--- config.mk ---
export PLATFORM = sky130hd
export DESIGN_NAME = evt_irq_ctrl
export DESIGN_NICKNAME = d
export VERILOG_FILES = /design/src/rtl/evt_irq_pkg.sv /design/src/rtl/evt_irq_pick.sv /design/src/rtl/evt_irq_fmt.sv /design/src/rtl/evt_irq_ctrl.sv
export SDC_FILE = /design/constraint.sdc
export NUM_CORES = 1
export LEC_CHECK = 0
export ABC_AREA = 1
export BUFFER_PORTS_ARGS = -buffer_cell sky130_fd_sc_hd__buf_4
export CAP_MARGIN = 10
export CORE_ASPECT_RATIO = 0.9
export CORE_UTILIZATION = 56
export DETAILED_ROUTE_END_ITERATION = 7
export GPL_ROUTABILITY_DRIVEN = 0
export GPL_TIMING_DRIVEN = 0
export PLACE_DENSITY = 0.86
export SYNTH_ARGS = -nofsm -noshare
export SYNTH_HDL_FRONTEND = slang
export SYNTH_SLANG_ARGS = --single-unit
--- constraint.sdc ---
create_clock -name clk -period 1.9 [get_ports clk]
set_input_delay 0.19 -clock clk [delete_from_list [all_inputs] [get_ports clk]]
set_output_delay 0.19 -clock clk [all_outputs]
set_load 0.005 [all_outputs]
--- src/rtl/evt_irq_pkg.sv ---
package evt_irq_pkg;
  localparam int CODE_W = 4;

  typedef enum logic [CODE_W-1:0] {
    EV_NONE  = 4'h0,
    EV_ASYNC = 4'h1,
    EV_SOL   = 4'h2
  } ev_code_e;
endpackage

--- src/rtl/evt_irq_pick.sv ---
module evt_irq_pick #(
  parameter int N  = 8,
  parameter int IW = (N > 1) ? $clog2(N) : 1
) (
  input  logic [N-1:0]  req,
  output logic          found,
  output logic [IW-1:0] idx
);
  // scan from the top so the lowest set bit is the last writer
  always_comb begin
    found = 1'b0;
    idx   = '0;
    for (int i = N - 1; i >= 0; i--) begin
      if (req[i]) begin
        found = 1'b1;
        idx   = IW'(i);
      end
    end
  end
endmodule

--- src/rtl/evt_irq_fmt.sv ---
module evt_irq_fmt
  import evt_irq_pkg::*;
#(
  parameter int CH_W   = 3,
  parameter int INFO_W = 8,
  parameter int BLK_W  = CODE_W + CH_W + INFO_W
) (
  input  logic              poll,
  input  logic              sol_pend,
  input  logic [INFO_W-1:0] sol_info,
  input  logic              int_found,
  input  logic [CH_W-1:0]   int_idx,
  input  logic              poll_found,
  input  logic [CH_W-1:0]   poll_idx,
  output logic [BLK_W-1:0]  blk
);
  ev_code_e          code;
  logic [CH_W-1:0]   ch;
  logic [INFO_W-1:0] info;

  always_comb begin
    code = EV_NONE;
    ch   = '0;
    info = '0;
    if (!poll) begin
      if (sol_pend) begin
        code = EV_SOL;
        info = sol_info;
      end else if (int_found) begin
        code = EV_ASYNC;
        ch   = int_idx;
      end
    end else if (poll_found) begin
      code = EV_ASYNC;
      ch   = poll_idx;
    end
    blk = {code, ch, info};
  end
endmodule

--- src/rtl/evt_irq_ctrl.sv ---
module evt_irq_ctrl
  import evt_irq_pkg::*;
#(
  parameter int N_CH   = 8,
  parameter int INFO_W = 8,
  localparam int CH_W  = (N_CH > 1) ? $clog2(N_CH) : 1,
  localparam int BLK_W = CODE_W + CH_W + INFO_W
) (
  input  logic              clk,
  input  logic              rst_n,
  input  logic [N_CH-1:0]   evt_req,
  input  logic              sol_req,
  input  logic [INFO_W-1:0] sol_info,
  input  logic              mask_we,
  input  logic [N_CH-1:0]   mask_wdata,
  input  logic              rd_req,
  input  logic              rd_poll,
  input  logic              ack,
  output logic              irq,
  output logic              rd_valid,
  output logic [BLK_W-1:0]  rd_block
);
  // reset: asserted asynchronously, removed on a clock edge
  logic rst_meta_n, rst_sync_n;
  always_ff @(posedge clk or negedge rst_n) begin
    if (!rst_n) begin
      rst_meta_n <= 1'b0;
      rst_sync_n <= 1'b0;
    end else begin
      rst_meta_n <= 1'b1;
      rst_sync_n <= rst_meta_n;
    end
  end

  logic [N_CH-1:0]   mask_q, pend_q, pend_d, clr_vec;
  logic              sol_q, sol_d, sol_clr;
  logic [INFO_W-1:0] sol_info_q;
  logic              infl_vld_q, infl_vld_d, infl_sol_q, infl_sol_d;
  logic [CH_W-1:0]   infl_ch_q, infl_ch_d;
  logic              irq_d, rd_valid_q;
  logic [BLK_W-1:0]  rd_block_q, sel_blk;
  logic              int_found, poll_found;
  logic [CH_W-1:0]   int_idx, poll_idx;
  logic [CODE_W-1:0] sel_code;

  evt_irq_pick #(.N(N_CH), .IW(CH_W)) u_pick_int (
    .req(pend_q & mask_q), .found(int_found), .idx(int_idx));

  evt_irq_pick #(.N(N_CH), .IW(CH_W)) u_pick_poll (
    .req(pend_q & ~mask_q), .found(poll_found), .idx(poll_idx));

  evt_irq_fmt #(.CH_W(CH_W), .INFO_W(INFO_W), .BLK_W(BLK_W)) u_fmt (
    .poll(rd_poll), .sol_pend(sol_q), .sol_info(sol_info_q),
    .int_found(int_found), .int_idx(int_idx),
    .poll_found(poll_found), .poll_idx(poll_idx), .blk(sel_blk));

  assign sel_code = sel_blk[BLK_W-1 -: CODE_W];

  // next state
  always_comb begin
    clr_vec = '0;
    sol_clr = 1'b0;
    if (ack && infl_vld_q) begin
      if (infl_sol_q) sol_clr = 1'b1;
      else            clr_vec[infl_ch_q] = 1'b1;
    end
    // a fresh event at the same edge wins over the clear
    pend_d = (pend_q & ~clr_vec) | evt_req;
    sol_d  = (sol_q & ~sol_clr) | sol_req;
    irq_d  = sol_d | (|(pend_d & (mask_we ? mask_wdata : mask_q)));

    infl_vld_d = infl_vld_q;
    infl_sol_d = infl_sol_q;
    infl_ch_d  = infl_ch_q;
    if (rd_req) begin
      infl_vld_d = (sel_code != EV_NONE);
      infl_sol_d = (sel_code == EV_SOL);
      infl_ch_d  = sel_blk[INFO_W +: CH_W];
    end else if (ack) begin
      infl_vld_d = 1'b0;
    end
  end

  // registers
  always_ff @(posedge clk or negedge rst_sync_n) begin
    if (!rst_sync_n) begin
      mask_q     <= '0;
      pend_q     <= '0;
      sol_q      <= 1'b0;
      sol_info_q <= '0;
      infl_vld_q <= 1'b0;
      infl_sol_q <= 1'b0;
      infl_ch_q  <= '0;
      irq        <= 1'b0;
      rd_valid_q <= 1'b0;
      rd_block_q <= '0;
    end else begin
      if (mask_we) mask_q <= mask_wdata;
      if (sol_req) sol_info_q <= sol_info;
      if (rd_req)  rd_block_q <= sel_blk;
      pend_q     <= pend_d;
      sol_q      <= sol_d;
      infl_vld_q <= infl_vld_d;
      infl_sol_q <= infl_sol_d;
      infl_ch_q  <= infl_ch_d;
      irq        <= irq_d;
      rd_valid_q <= rd_req;
    end
  end

  assign rd_valid = rd_valid_q;
  assign rd_block = rd_block_q;
endmodule

* Yosys cells after proc, flatten, opt, wreduce, memory -nomap -nowiden
Cells that the tools add are included.
** Word-level totals
- Register bits :: 49
- Bits in latches :: 0
- Memory bits (writable) :: 0
- Memory bits (read-only) :: 0
- Bits of input ports :: 31
- Memories :: 0
** Operators by class
- $add $sub $neg :: 0
- Multiply operators :: 0
- Div/mod/pow operators :: 0
- Order comparisons :: 2
- Equal/unequal tests :: 1
- Shift-type cells :: 0
- Multiplexer cells :: 51
- Bitwise logic cells :: 11
- Reductions and logical operators :: 5
** Operators by type and width (count)
- 2-to-1 mux 3 bit :: 20
- 2-to-1 mux 8 bit :: 5
- AND 8 bit :: 4
- 2-to-1 mux 1 bit :: 23
- NOT 8 bit :: 2
- 2-to-1 mux 4 bit :: 2
- OR 8 bit :: 1
- OR reduction 8 bit :: 1
- == test 4 x 2 -> 1 bit (second input constant) :: 1
- < comparator 3 x 4 -> 1 bit (second input constant) :: 1
- nonzero test 4 bit :: 1
- demux 1 bit (select 3 bit) :: 1
- >= comparator 3 x 1 -> 1 bit (second input constant) :: 1
- logical AND 1 bit :: 2
- OR 1 bit :: 2
- nonzero test 2 bit :: 1
- AND 1 bit :: 1
- NOT 1 bit :: 1

* Depth between registers and ports, before layout
Gate-level depths: netlist of run 1.
- Depth after elaboration :: 14
- Depth in mapped cells :: 12
- Depth with buffers taken out :: 12

* Hierarchy
Synthesis of run 1 repeated with hierarchy kept, for this count alone.
** Unflattened totals
- Cells, all modules :: 306
- Area, all modules :: 2377.3 µm²
** By module, submodules not included
- evt_irq_ctrl :: instances 1, cells each 219, area each 1983.2 µm², sequential area each 1151.1 µm²
- evt_irq_pick :: instances 2, cells each 22, area each 98.8 µm², sequential area each 0.0 µm²
- evt_irq_fmt :: instances 1, cells each 43, area each 196.4 µm², sequential area each 0.0 µm²

* Least setup slack after synthesis of run 1
No wires, ideal clock.
- Kind :: reg-to-reg
- From :: register infl_ch_q[0]
- To :: register irq
- Library setup time :: 119 ps
- Arrival :: 1052 ps
- Required time :: 1781 ps
- Setup slack :: 729 ps
- Stages on the path, launching flop included :: 10
- Buffers on the path :: 0
- Cells stage by stage :: dfrtp_1 > inv_2 > nor3_1 > nand2_1 > nand2_1 > nand2_2 > nand2_1 > nand2_1 > nor2_1 > nand2_1
** Between the ends
- Word-level cells in the longest chain between the ends :: 12
- Elaborated cells between the ends (all ways) :: 13
- Those cells by class :: order compare: 2; mux: 4; bitwise: 5; reduce/logical: 2
** RTL lines
- from (decl) :: RTL line evt_irq_ctrl.sv:39 : logic [CH_W-1:0] infl_ch_q, infl_ch_d;
- from (signal assigned) :: RTL line evt_irq_ctrl.sv:105 : infl_ch_q <= infl_ch_d;
- < comparator 3 x 4 -> 1 bit (not written as such) / >= comparator 3 x 1 -> 1 bit (equally long branches) :: RTL line evt_irq_ctrl.sv:65 : else clr_vec[infl_ch_q] = 1'b1;
- logical AND 1 bit (not written as such) :: RTL line evt_irq_ctrl.sv:65
- 2-to-1 mux 1 bit (not written as such) :: RTL line evt_irq_ctrl.sv:65
- demux 1 bit (select 3 bit) * :: RTL line evt_irq_ctrl.sv:65
- 2-to-1 mux 8 bit * :: RTL line evt_irq_ctrl.sv:64 : if (infl_sol_q) sol_clr = 1'b1;
- 2-to-1 mux 8 bit * :: RTL line evt_irq_ctrl.sv:63 : if (ack && infl_vld_q) begin
- NOT 8 bit * :: RTL line evt_irq_ctrl.sv:68 : pend_d = (pend_q & ~clr_vec) | evt_req;
- AND 8 bit * :: RTL line evt_irq_ctrl.sv:68
- OR 8 bit * :: RTL line evt_irq_ctrl.sv:68
- net pend_d[3] :: RTL line evt_irq_ctrl.sv:35 : logic [N_CH-1:0] mask_q, pend_q, pend_d, clr_vec;
- AND 8 bit * :: RTL line evt_irq_ctrl.sv:70 : irq_d = sol_d | (|(pend_d & (mask_we ? mask_wdata : mask_q)));
- OR reduction 8 bit * :: RTL line evt_irq_ctrl.sv:70
- OR 1 bit * :: RTL line evt_irq_ctrl.sv:70
- net irq_d :: RTL line evt_irq_ctrl.sv:40 : logic irq_d, rd_valid_q;
- to (signal assigned) :: RTL line evt_irq_ctrl.sv:106 : irq <= irq_d;
- to (decl) :: RTL line evt_irq_ctrl.sv:19 : output logic irq,
Mark *: on every way through the listed nets, which the timed path passes. The rest lies on a longest branch.
A chain may end at the register's enable or synchronous reset.

==> metrics, run 1 <==
status finished, final reports clean; RSZ-0062 raised after global routing no; Reg clk slew, reported paths 90 ps; Die Height 58.4 µm; most common cell in the netlist nand2_1; Post-synth top flop dfrtp_1; min cycle time layout 1460 ps; Multi-input gate area 748 µm²; setup TNS 0 ps; Post-DP HPWL 3.21 mm; worst skew pair latency 300 ps; Slew HR 44.0%; area leader, netlist dfrtp_1; DRC viols 0; Post-Place Setup Slack 542 ps; Synth top area share 54.3%; CP endpoint kind register; Pwr per Cell Area 832 mW/mm²; CTS tree built; Nets 342; Post-Syn Area per Cell 7.74 µm²; Setup Crit Path Kind input pin to register; via count 1785; Slew @ Worst Pin 840 ps; Overall Global Routing Usage 26.7%; Final Util 74.4%; Comb pwr share 15.3%; first-pass GRT wire length 7.26 mm; final critical-path share of the clock period 77.1%; max cap viols 0; largest net degree at the start of global routing 42; share of layout cells above drive strength 1 21.5%; number of global-route vias before repair 1643; WL final 4.31 mm; worst hold-check path type input pin to register; Core Area 0.00338 mm²; Post-Syn Instances 256; Sw Ratio 27.1%; Commonest cells post-synth nand2_1, dfrtp_1, inv_1; internal power 1.53 mW; clk_skew 8.04 ps; post-layout worst setup margin 436 ps; Synth area leaders dfrtp_1, nand2_1, o21ai_0; Fmax 683 MHz; Ys Warns 0; final hold violations 0; synthesized flop and latch total 43; cts hold-fix bufs 2; width of the die 64.7 µm; register area 0.00108 mm²; total gr overflow 0; Post-Syn Area 0.00198 mm²; average wire per standard cell 12.1 µm; fillcell total 279; DIE AREA 0.00378 mm²; CTS root buf clkbuf_8; Max FO, Critical Path 10; sequential share of power 49.7%; IO Pins 48; Final Instance Area 0.00251 mm²; vias per inst 5.01; Fin Hold WS 81.4 ps; Iter 0 DRT Violations 90; cts bufs inserted 5; post_cts resized 0; sequential share of the synthesized area 54.3%; area delta synth->final 27.0%; starting density of the core 58.6%; peak supply drop 0.573 mV; FFs w/ async S/R, synth 100%; Critical Path AT 1690 ps; Switch Pwr 0.566 mW; max-slew violation count 0; area post-placement 0.00238 mm²; row count 20; CP required 2120 ps; clock share of power 35.0%; Clock Tree Buf Depth 2; Post-CTS Setup Inserts 0; Worst setup SP type input pin; TritonCTS Sinks 43; Synth cell types 20; initial antenna violation count 0; Final setup viols 0; Leak 1.36 nW; Post-synth EDFFs 0; antenna-violating nets left 0; Pre-antenna DRT Iters 4; PortBufs 45; n_diodes 0; H-tree depth 2
==> critical path, cell delays in order <==
cell and delay [ps]:
dlygate4sd3_1 550, buf_4 140, buf_2 150, inv_1 70
clkbuf_1 360, nand2_1 120, o21ai_0 100
==> sequential cells by signal (all words and copies together) (netlist names) <==
signal      count
rd_block       11
infl_ch_q       2
rst_meta_n      1
irq             1
mask_q          8
sol_info_q      8
rst_sync_n      1
sol_q           1
pend_q          8
infl_vld_q      1
rd_valid        1
==> placed cells by master (no fill, tap or decap), drive strengths merged <==
cell,count
nand2,109
buf,50
dfrtp,43
inv,33
o21ai,28
nor2,17
nand3,11
clkbuf,7
conb,3
a21oi,2
nand3b,2
dlygate4sd3,2
nor3,1
o21bai,1
a31oi,1
bufinv,1
clkinv,1
==> cells by family after synthesis <==
kind of cell	after synthesis	synth area share, %
compound gates	32	8.65
other cells	2	0.379
buf+inv	39	8.09
flops	43	54.3
simple gates	140	28.6
==> through the flow <==
| stage | instances | power [mW] |
|---|---|---|
| after floorplan | 257 | 1.22 |
| after global placement | 346 | 1.36 |
| after CTS | 356 | 2.10 |
| final | 356 | 2.09 |
| after detailed placement | 346 | 1.37 |
| after global routing | 356 | 2.20 |
==> worst paths after layout <==
kind                                    from           to  slack (ps)  depth (start not counted)
worst max-delay path                  rd_req  rd_block[3]         440                          7
worst min-delay path              evt_req[0]    pend_q[0]          80                          3
worst max register to register  infl_ch_q[0]          irq         540                          9
worst min register to register    rst_meta_n   rst_sync_n         360                          0
max in group asynchronous         rst_sync_n    pend_q[4]         990                          0
min in group asynchronous              rst_n   rst_sync_n         200                          2
==> area by class of cell <==
type | instances | share of cell area (%)
plain buffers | 7 | 1.59
clock buffers | 5 | 2.74
clock inverters | 3 | 1.89
inverters | 32 | 4.78
multi-input cells | 175 | 29.8
flip-flops and latches | 43 | 42.8
well taps | 44 | 2.19
repair buffers | 47 | 14.2
==> power by group through the flow <==
stage	registers (mW)	clock network, mW	logic [mW]
after floorplan	1.05	0	0.174
after global placement	1.05	0	0.303
after detailed placement	1.06	0	0.313
after CTS	1.04	0.737	0.320
after global routing	1.05	0.786	0.360
final	1.04	0.733	0.320
==> per-layer routing <==
layer,vias to the layer above,global-route usage [%],share of wire [%],wire length (µm)
met3,10,7.75,5.0,217
li1,886,-,-,-
met2,52,43.5,49,2120
met1,837,34.5,44,1900
met4,0,9.84,1.8,76
met5,-,0,0,0
Note: power is estimated with default switching activity, not from simulation.
==> run 2: changes to the inputs <==
Settings changed: CORE_UTILIZATION 56 to 47, PLACE_DENSITY 0.86 to 0.77.
Clock period 1.9 ns to 1.23 ns, I/O delays scaled along.
==> metrics, run 2 (same netlist as run 1, synthesis figures left out) <==
Setup Crit Path Kind register to register; Placed Cells incl. Taps 350 (+1.2%); CTS tree built; Final Instance Area 0.00270 mm² (+7.2%); initial antenna violation count 0 (unchanged); Clock Tree Buf Depth 2 (unchanged); Nets 347 (+1.5%); IO Pins 48 (unchanged); status finished with violations; Critical Path AT 1520 ps (-170 ps); H-tree depth 2 (unchanged); CP required 1410 ps (-710 ps); DRC viols 0 (unchanged); first-pass GRT wire length 7.58 mm (+4.5%); final critical-path share of the clock period 108%; total gr overflow 0 (unchanged); CP endpoint kind register; Reg clk slew, reported paths 80 ps (about the same); peak supply drop 0.820 mV (+43%); vias per inst 4.94 (-1.5%); commonest non-fill, non-tap cell in the layout nand2_1; Leak 1.40 nW (+3.3%); Post-DP HPWL 3.23 mm (+0.74%); largest net degree at the start of global routing 42 (unchanged); commonest non-fill, non-tap cells in the layout nand2_1, buf_4, dfrtp_1; CTS root buf clkbuf_8; Pwr per Cell Area 1280 mW/mm² (+54%); Worst R2R Start rd_block[12]; Worst R2R Path Depth 8 (-1); cts bufs inserted 5 (unchanged); register area 0.00108 mm² (+0.23%); starting density of the core 48.9% (-9.7 points); width of the die 70.4 µm (+8.9%); worst skew pair latency 290 ps (about the same); number of flip-flops in the largest register 11 (unchanged); RSZ-0062 raised after global routing yes; area delta synth->final 36.1%; DIE AREA 0.00448 mm² (+18%); via count 1803 (+1.0%); Iter 0 DRT Violations 114 (+27%); Post-Place Setup Slack -114 ps (-656 ps); clk_skew 2.64 ps (-5.40 ps); min cycle time layout 1330 ps; TritonCTS Sinks 43 (unchanged); share of layout cells above drive strength 1 33.8% (+12 points); WL final 4.52 mm (+4.9%); RR Endpoint irq; worst reg2reg setup slack -100 ps (-640 ps); violated checks negative setup slack; worst hold-check path type input pin to register; PortBufs 45 (unchanged); Final setup viols 2 (+2); Pre-antenna DRT Iters 4 (unchanged); Slew @ Worst Pin 854 ps (+13.9 ps); area post-placement 0.00238 mm² (+0.21%); Multi-input gate area 861 µm² (+15%); final hold violations 0 (unchanged); n_diodes 0 (unchanged); hold endpoint pend_q[1]; fillcell total 323 (+16%); Worst setup SP type register; row count 22 (+10%); Fmax 750 MHz; average wire per standard cell 12.4 µm (+2.3%); Die Height 63.6 µm (+8.8%); Overall Global Routing Usage 21.7% (-5.0 points); CP Launch Point rd_block[12]; Worst Min Path Start evt_req[1]; Core Area 0.00405 mm² (+20%); antenna-violating nets left 0 (unchanged); max-slew violation count 0 (unchanged); Slew HR 43.1% (-0.93 points); hold path cells 3 (unchanged); Layout Cells excl Fill 365 (+2.5%); Max FO, Critical Path 4 (-6); max cap viols 0 (unchanged); number of global-route vias before repair 1703 (+3.7%); post-layout worst setup margin -103 ps (-538 ps)
-- run 2: cell types whose count changed in the layout (fill, tap and decap cells not counted), moves of 3 or more --
cell / delta
buf_4: +3
nand2_1: -20
nand2_2: +20
nand3_1: -4
nand3_2: +4
nor2_1: -7
nor2_2: +5
-- run 2: stage by stage --
| step | setup TNS, ps | utilization, % | hold slack [ps] | power [mW] |
|---|---|---|---|---|
| 2_1_floorplan | 0 | - | -173 | 1.89 |
| 3_3_place_gp | -97.4 | 58.9 | -93.7 | 2.10 |
| 3_5_place_dp | -190 | 58.9 | -93.2 | 2.12 |
| 4_1_cts | -76.9 | 64.5 | 34.8 | 3.43 |
| 5_1_grt | -534 | 66.6 | 36.7 | 3.64 |
| 6_report | -133 | 66.6 | 38.4 | 3.46 |
-- run 2: timing repair --
| item | CTS | global route |
|---|---|---|
| gates resized for setup | 11 | 31 |
| hold buffers | 2 | 0 |
| pin swaps | 2 | 12 |
| setup endpoints to repair | 4 | 6 |
| setup buffers | 6 | 0 |
| hold endpoints to repair | 3 | 0 |
-- run 2: worst max-delay path, cell delays in order, from the launching register on --
cell	delay, ps
dfrtp_2	470
nor2_4	180
nand3_1	90
nand2_1	90
nand2_1	70
nand2_1	80
nand3_2	90
nor2_2	110
nand2_1	50
-- run 2: layer usage --
metal | track usage, % | share of wire, %
met5 | 0 | 0
met4 | 7.75 | 1.8
met3 | 4.16 | 4.0
met2 | 34.0 | 48
met1 | 30.1 | 46
-- run 2: power breakdown --
part | switching (mW) | total (mW) | internal [mW]
combinational | 0.320 | 0.588 | 0.267
clock | 0.455 | 1.27 | 0.811
sequential | 0.0931 | 1.61 | 1.52
total | 0.868 | 3.46 | 2.59
-- run 2: how the worst max path moves through the flow --
stage	to	cells after the start
3_5_place_dp	irq	9
5_1_grt	irq	8
6_report	irq	8
3_3_place_gp	irq	8
2_1_floorplan	irq	9
4_1_cts	irq	9
-- run 2: cell type report --
cell class	count	area share [%]
buffer	6	1.21
clock buffer	6	2.69
clock inverter	2	2.23
inverter	32	4.45
multi-input combinational	175	31.9
sequential	43	40.0
tap	48	2.23
timing repair buffer	53	15.2
==> run 3: changes to the inputs <==
Settings changed: CORE_UTILIZATION 47 to 52, PLACE_DENSITY 0.77 to 0.81, SKIP_LAST_GASP set to 1.
Clock period 1.23 ns to 1.5 ns, I/O delays scaled along.
==> metrics, run 3 (same netlist as run 1, synthesis figures left out) <==
status finished, final reports clean; setup TNS 0 ps (+133 ps); final critical-path share of the clock period 89.1% (-19 points); CP endpoint kind register; Nets 341 (-1.7%); Worst Min Path Start evt_req[5]; largest net degree at the start of global routing 42 (unchanged); RR Endpoint irq; first-pass GRT wire length 7.04 mm (-7.2%); hold path cells 3 (unchanged); Critical Path AT 1540 ps (+20 ps); Slew @ Worst Pin 844 ps (-9.83 ps); DRC viols 0 (unchanged); worst hold-check path type input pin to register; Worst setup SP type register; via count 1759 (-2.4%); CTS tree built; width of the die 67.1 µm (-4.8%); starting density of the core 56.5% (+7.6 points); PortBufs 45 (unchanged); Post-DP HPWL 3.11 mm (-3.8%); TritonCTS Sinks 43 (unchanged); Worst R2R Path Depth 9 (+1); DIE AREA 0.00406 mm² (-9.3%); commonest non-fill, non-tap cells in the layout nand2_1, buf_4, dfrtp_1; hold endpoint pend_q[5]; Iter 0 DRT Violations 133 (+17%); Multi-input gate area 753 µm² (-13%); RSZ-0062 raised after global routing no; average wire per standard cell 11.7 µm (-5.7%); WL final 4.15 mm (-8.3%); Final Instance Area 0.00252 mm² (-6.6%); Pwr per Cell Area 1050 mW/mm² (-18%); worst reg2reg setup slack 160 ps (+270 ps); initial antenna violation count 0 (unchanged); worst skew pair latency 300 ps (about the same); Worst R2R Start infl_ch_q[0]; Layout Cells excl Fill 355 (-2.7%); Placed Cells incl. Taps 346 (-1.1%); Core Area 0.00350 mm² (-13%); Setup Crit Path Kind register to register; H-tree depth 2 (unchanged); max-slew violation count 0 (unchanged); number of flip-flops in the largest register 11 (unchanged); register area 0.00108 mm² (-0.23%); Fmax 748 MHz (-0.24%); Slew HR 43.7% (+0.66 points); area post-placement 0.00238 mm² (-0.21%); peak supply drop 0.948 mV (+16%); share of layout cells above drive strength 1 21.9% (-12 points); Switch Pwr 0.683 mW (-21%); total gr overflow 0 (unchanged); Max FO, Critical Path 4 (unchanged); min cycle time layout 1340 ps (+3.19 ps); n_diodes 0 (unchanged); commonest non-fill, non-tap cell in the layout nand2_1; CP required 1700 ps (+290 ps); clk_skew 7.23 ps (+4.59 ps); Reg clk slew, reported paths 80 ps (about the same); CTS root buf clkbuf_8; Die Height 60.6 µm (-4.8%); max cap viols 0 (unchanged); fillcell total 294 (-9.0%); IO Pins 48 (unchanged); cts bufs inserted 5 (unchanged); internal power 1.97 mW (-24%); Clock Tree Buf Depth 2 (unchanged); Comb pwr share 15.2% (-1.8 points); Sw Ratio 25.8% (+0.70 points); number of global-route vias before repair 1585 (-6.9%); Overall Global Routing Usage 24.1% (+2.4 points); Pre-antenna DRT Iters 4 (unchanged); sequential share of power 49.7% (+3.2 points); antenna-violating nets left 0 (unchanged); Leak 1.36 nW (-3.0%); row count 20 (-9.1%); clock share of power 35.2% (-1.4 points); Final setup viols 0 (-2); area delta synth->final 27.1%; final hold violations 0 (unchanged); vias per inst 4.95 (+0.31%)
run 3: cell types whose count changed in the layout (fill, tap and decap cells not counted), sizes merged:
cell	before	now
buf	55	50
bufinv	2	1
clkbuf	8	7
clkinv	0	1
run 3: power groups by stage:
| stage | clock, mW | sequential [mW] | combinational, mW |
|---|---|---|---|
| floorplan | 0 | 1.33 | 0.220 |
| global placement | 0 | 1.34 | 0.384 |
| detailed placement | 0 | 1.34 | 0.393 |
| CTS | 0.934 | 1.32 | 0.402 |
| global route | 0.990 | 1.33 | 0.463 |
| finish | 0.932 | 1.32 | 0.402 |
run 3: how the worst max path moves through the flow:
stage,start,cells after the start,end
after floorplan,rst_sync_n,0,infl_ch_q[0]
after global placement,rst_sync_n,0,mask_q[2]
after detailed placement,rd_block[12],8,irq
after CTS,rd_req,7,rd_block[3]
after global routing,infl_ch_q[0],9,irq
final,infl_ch_q[0],9,irq
run 3: worst max-delay path, cell delays in order, from the launching register on:
cell     delay (ps)
dfrtp_1         420
inv_2            80
nor3_1          230
nand2_1          80
nand2_1          90
nand2_2          50
nand2_1          50
nand3_1          90
nor2_1           90
nand2_1          50
run 3: area by class of cell:
type                            count  share of cell area, %
Timing Repair Buffer               47                   14.2
Inverter                           32                   4.77
Clock inverter                      2                   1.39
Multi-Input combinational cell    175                   29.9
Tap cell                           44                   2.19
Buffer                              6                   1.44
Sequential cell                    43                   42.8
Clock buffer                        6                   3.28
run 3: what timing repair did:
item                                    CTS  global route
hold buffers                              2             0
buffers inserted                          0             0
endpoints found under the setup margin    0             6
resized for setup                         0             1
hold endpoints to repair                  3             0
run 3: per-stage QoR:
step | hold slack, ps | total power, mW | setup WS (ps) | util [%]
after floorplan | -146 | 1.55 | 215 | -
after global placement | -67.5 | 1.72 | -186 | 67.9
after detailed placement | -66.3 | 1.73 | 157 | 67.9
after CTS | 49.4 | 2.65 | 92.0 | 71.8
after global routing | 49.2 | 2.78 | 5.51 | 71.9
final | 47.8 | 2.65 | 164 | 71.9
run 3: layer usage:
| layer | up-vias | part of all wire (%) | global-route usage [%] |
|---|---|---|---|
| met3 | 12 | 5.7 | 5.64 |
| met2 | 55 | 45 | 36.1 |
| met4 | 0 | 2.1 | 10.9 |
| met5 | - | 0 | 0 |
| met1 | 803 | 47 | 33.6 |
| li1 | 889 | - | - |
